==> src/rtl/rot_pkg.sv <==
package rot_pkg;
  localparam int unsigned RF_IDX_W    = 6;
  localparam int unsigned RF_STEP_LOG = 1;  // rotation granularity = 2**RF_STEP_LOG

  typedef enum logic {
    BANK_FIXED = 1'b0,
    BANK_ROT   = 1'b1
  } bank_e;
endpackage

==> src/rtl/rot_offset_reg.sv <==
module rot_offset_reg #(
  parameter int unsigned WIN_W    = 5,
  parameter int unsigned STEP_LOG = 1,
  localparam int unsigned SH_W    = WIN_W - STEP_LOG
) (
  input  logic             clk_i,
  input  logic             rst_ni,
  input  logic             upd_i,
  input  logic [WIN_W-1:0] imm_i,
  output logic [WIN_W-1:0] off_o,
  output logic             odd_err_o
);
  logic [SH_W-1:0] step_q;
  logic [SH_W-1:0] step_d;

  // Only the aligned part of the step is added; sub-step bits are dropped.
  always_comb begin
    step_d = step_q;
    if (upd_i) step_d = step_q + imm_i[WIN_W-1:STEP_LOG];
  end

  always_ff @(posedge clk_i or negedge rst_ni) begin
    if (!rst_ni) step_q <= '0;
    else         step_q <= step_d;
  end

  assign off_o     = {step_q, {STEP_LOG{1'b0}}};
  assign odd_err_o = upd_i & (|imm_i[STEP_LOG-1:0]);
endmodule

==> src/rtl/rot_remap.sv <==
module rot_remap
  import rot_pkg::*;
#(
  parameter int unsigned IDX_W = 6,
  localparam int unsigned WIN_W = IDX_W - 1
) (
  input  logic [IDX_W-1:0] idx_i,
  input  logic [WIN_W-1:0] off_i,
  output logic [IDX_W-1:0] phys_o
);
  bank_e           bank;
  logic [WIN_W-1:0] slot;

  assign bank = bank_e'(idx_i[IDX_W-1]);
  assign slot = idx_i[WIN_W-1:0] + off_i;  // wraps inside the window

  always_comb begin
    unique case (bank)
      BANK_ROT:   phys_o = {1'b1, slot};
      default:    phys_o = idx_i;
    endcase
  end
endmodule

==> src/rtl/win_rot_top.sv <==
module win_rot_top
  import rot_pkg::*;
#(
  parameter int unsigned IDX_W    = RF_IDX_W,
  parameter int unsigned STEP_LOG = RF_STEP_LOG,
  localparam int unsigned WIN_W   = IDX_W - 1,
  localparam int unsigned N_PORTS = 3
) (
  input  logic             clk_i,
  input  logic             rst_ni,
  input  logic             rot_valid_i,
  input  logic [WIN_W-1:0] rot_imm_i,
  output logic             rot_odd_err_o,
  input  logic [IDX_W-1:0] src0_idx_i,
  input  logic [IDX_W-1:0] src1_idx_i,
  input  logic [IDX_W-1:0] dst_idx_i,
  output logic [IDX_W-1:0] src0_phys_o,
  output logic [IDX_W-1:0] src1_phys_o,
  output logic [IDX_W-1:0] dst_phys_o
);
  logic [WIN_W-1:0] off;
  logic [IDX_W-1:0] idx_a  [N_PORTS];
  logic [IDX_W-1:0] phys_a [N_PORTS];

  rot_offset_reg #(
    .WIN_W    (WIN_W),
    .STEP_LOG (STEP_LOG)
  ) u_off (
    .clk_i     (clk_i),
    .rst_ni    (rst_ni),
    .upd_i     (rot_valid_i),
    .imm_i     (rot_imm_i),
    .off_o     (off),
    .odd_err_o (rot_odd_err_o)
  );

  assign idx_a[0] = src0_idx_i;
  assign idx_a[1] = src1_idx_i;
  assign idx_a[2] = dst_idx_i;

  // Remap uses the registered offset: a same-cycle rotate is not yet visible.
  for (genvar g = 0; g < N_PORTS; g++) begin : g_port
    rot_remap #(.IDX_W(IDX_W)) u_map (
      .idx_i  (idx_a[g]),
      .off_i  (off),
      .phys_o (phys_a[g])
    );
  end

  assign src0_phys_o = phys_a[0];
  assign src1_phys_o = phys_a[1];
  assign dst_phys_o  = phys_a[2];
endmodule

==> config.mk <==
export PLATFORM = sky130hd
export DESIGN_NAME = win_rot_top
export DESIGN_NICKNAME = d
export VERILOG_FILES = /design/src/rtl/rot_pkg.sv /design/src/rtl/rot_offset_reg.sv /design/src/rtl/rot_remap.sv /design/src/rtl/win_rot_top.sv
export SDC_FILE = /design/constraint.sdc
export NUM_CORES = 1
export LEC_CHECK = 0
export BUFFER_PORTS_ARGS = -buffer_cell sky130_fd_sc_hd__buf_2
export CORE_UTILIZATION = 35
export CTS_CLUSTER_DIAMETER = 60
export CTS_CLUSTER_SIZE = 30
export DETAILED_ROUTE_END_ITERATION = 10
export GPL_TIMING_DRIVEN = 0
export PLACE_DENSITY_LB_ADDON = 0.2
export SETUP_SLACK_MARGIN = 0.1
export SLEW_MARGIN = 30
export SYNTH_ARGS = -nofsm -noshare
export SYNTH_HDL_FRONTEND = slang
export SYNTH_SLANG_ARGS = --single-unit
==> constraint.sdc <==
create_clock -name clk_i -period 4.3 [get_ports clk_i]
set_clock_uncertainty 0.05 [all_clocks]
set_input_delay 0.86 -clock clk_i [delete_from_list [all_inputs] [get_ports clk_i]]
set_output_delay 0.86 -clock clk_i [all_outputs]
set_load 0.02 [all_outputs]
==> impl_metrics.tcl <==
set metrics [dict create \
    synth_largest_area_cell "ha_1" \
    grt_overflow 0 \
    p_leak_nw 0.5679 \
    ff_latch_area_um2 100.1 \
    finalCritPeriodShare_pct 71.35 \
    clock.fmax_ghz 0.3259 \
    crit_end "src1_phys_o[4]" \
    worstMarginPinSlew_ns 0.4238 \
    synth_flop_cell "dfrtp_1" \
    timing.setup.tns_ns 0 \
    reg2reg_slack_ns 2.69 \
    hold_violations 0 \
    routed_via_density 5.250 \
    status "complete, no violations" \
    ys_types 24 \
    final_cell_mix "43 x buf_2, 12 x nand3b_1, 12 x a21oi_1, 12 x ha_1, 8 x mux2_2" \
    maxCapViolations 0 \
    clkSinkCount 4 \
    die_w_um 54.60 \
    firstDrtPassIters 4 \
    die-area_mm2 0.002981 \
    grt_max_degree 11 \
    core_mm2 0.002545 \
    n_antenna_cell 0 \
    synthToLayoutAreaGrowth_pct 25.84 \
    multi_input_area_um2 769.5 \
    cts_root_buffer "clkbuf_4" \
    grt_pass1_vias 834 \
    endpoint_kind "output pin" \
    r2r-end "u_off.step_q[3]" \
    critPathLaunchType "primary input" \
    layout-drive-gt1-share_pct 41.33 \
    rsz0062_at_grt "false" \
    drt-initial-drc-count 16 \
    yosys_warnings 0 \
    critPathMaxFanout 5 \
    max_slew_margin_pct 71.75 \
    cts_tree "built" \
    syn_area_per_cell_um2 8.885 \
    rr_worst_depth 4 \
    post_cts.repair.setup_buffers 0 \
    arrival_ns 2.16 \
    cts_made_buffers 3 \
    htree_levels 1 \
    place_area_mm2 0.001196 \
    cts_hold_repair.buffers 0 \
    fin_cells 180 \
    fin_nets 194 \
    dp_hpwl_mm 1.770 \
    layout_min_cycle_time_ns 3.068 \
    largest_reg_flops 4 \
    postSynthCellCount 109 \
    wl_per_cell_um 11.86 \
    use_met1_pct 17.14 \
    rows 18 \
    clk_latency_ns 0.24 \
    antenna_left 0 \
    die_h_um 54.60 \
    top_register "u_off.step_q" \
    portBuffers 38 \
    synthesis.nets 151 \
    synth_area_um2 968.4 \
    final_max_slew_viol_count 0 \
    grt_use_total_pct 15.62 \
    r2r-start "u_off.step_q[1]" \
    finalSetupViolCount 0 \
    largest_registers "u_off.step_q: 4 flops" \
    ys_seq_area_share_pct 10.34 \
    grtUsageMet3_pct 2.500 \
    startpoint "src1_idx_i[3]" \
    synth_edf_count 0 \
    synth_seq_cells 4 \
    async_flop_share_pct 100.0 \
    initial_core_util_pct 38.05 \
    final_common_cell "buf_2" \
    cts_buffer_depth 2 \
    num_vias 945 \
    min_path_type "in -> async" \
    n_fill_cell 277 \
    synth_area_leaders "ha_1 16%, dfrtp_1 10%, mux2_2 9.3%" \
    wirelength_mm 2.134 \
    clk_pin_slew_ns 0.04 \
    gr-max-usage-layer "met2" \
    design_area_mm2 0.001219 \
    met2_usage_pct 30.32 \
    critPathKind "in -> out" \
    drc 0 \
    grt_pass1_wl_mm 3.346 \
    antenna_found_initial 0 \
    routabilityCongestion 0.7512 \
    vdd_drop_max_v 0.0003367 \
    cts_resized 0 \
    p_per_area_mw_per_mm2 531.5 \
    dp.cells 177 \
    pin_count 45 \
    cp.required_ns 3.39 \
    synth.top_cell.area_share_pct 15.50 \
]
==> through the flow <==
stage | util (%) | power [mW] | setup slack [ns] | hold slack (ns)
global route | 47.89 | 0.7284 | 1.169 | 0.3659
floorplan | - | 0.4737 | 1.440 | 0.5125
global placement | 47.00 | 0.5927 | 1.251 | 0.5852
finish | 47.89 | 0.6477 | 1.232 | 0.3646
CTS | 47.89 | 0.6599 | 1.223 | 0.3587
detailed placement | 47.00 | 0.6076 | 1.224 | 0.5963
==> worst min-delay path by stage <==
stage | from | cells after the start | to
2_1_floorplan | rst_ni | 0 | u_off.step_q[0]
3_3_place_gp | u_off.step_q[2] | 2 | u_off.step_q[2]
3_5_place_dp | u_off.step_q[2] | 2 | u_off.step_q[2]
4_1_cts | rst_ni | 1 | u_off.step_q[2]
5_1_grt | rst_ni | 1 | u_off.step_q[2]
6_report | rst_ni | 1 | u_off.step_q[2]
==> worst max-delay path, stage by stage <==
cell      delay, ns
buf_2          0.11
ha_1           0.37
a21oi_1        0.11
a2111o_1       0.41
o211ai_1       0.10
buf_2          0.19
==> where the power goes <==
group	switching, mW	total [mW]	internal [mW]	leakage (nW)
clock network	0.0173	0.0486	0.0314	0.0138
logic	0.270	0.503	0.233	0.507
registers	0.0388	0.0957	0.0569	0.0467
total	0.326	0.648	0.322	0.568
==> cell type report <==
class                      instances  share of cell area, %
inverter                           4                  1.232
buffer                            12                  6.879
timing repair buffer              38                  15.61
tap                               30                  3.080
clock buffer                       3                  1.848
sequential                         4                  8.214
multi-input combinational         89                  63.14
==> cells by family (layout without fill, tap and decap cells) <==
kind of cell / count (synthesis) / count (layout) / synth area share, %
fa+ha+maj: 16 / 16 / 23.77
simple gates: 33 / 33 / 20.54
buf+inv: 16 / 57 / 10.21
compound gates: 24 / 24 / 18.09
xor+xnor: 4 / 4 / 3.617
mux: 12 / 12 / 13.44
flops: 4 / 4 / 10.34
==> metal layers <==
layer	share of wire (%)	wire, µm
met5	0	0
met4	0.37	8
met3	4.9	104
met2	51	1083
met1	44	937
==> cell usage after synthesis, types with 3 or more instances <==
library cell	instances
a21oi_1	12
ha_1	12
nand3b_1	12
mux2_2	8
buf_4	6
buf_2	5
a2111o_1	4
dfrtp_1	4
fa_1	4
inv_1	4
mux2i_1	4
nand3_1	4
nand4_1	4
nor2_1	4
nor2b_1	4
xnor2_1	4
nand2_1	3
o211ai_1	3
o311ai_0	3
No activity file was read; power rests on OpenSTA's default activity.
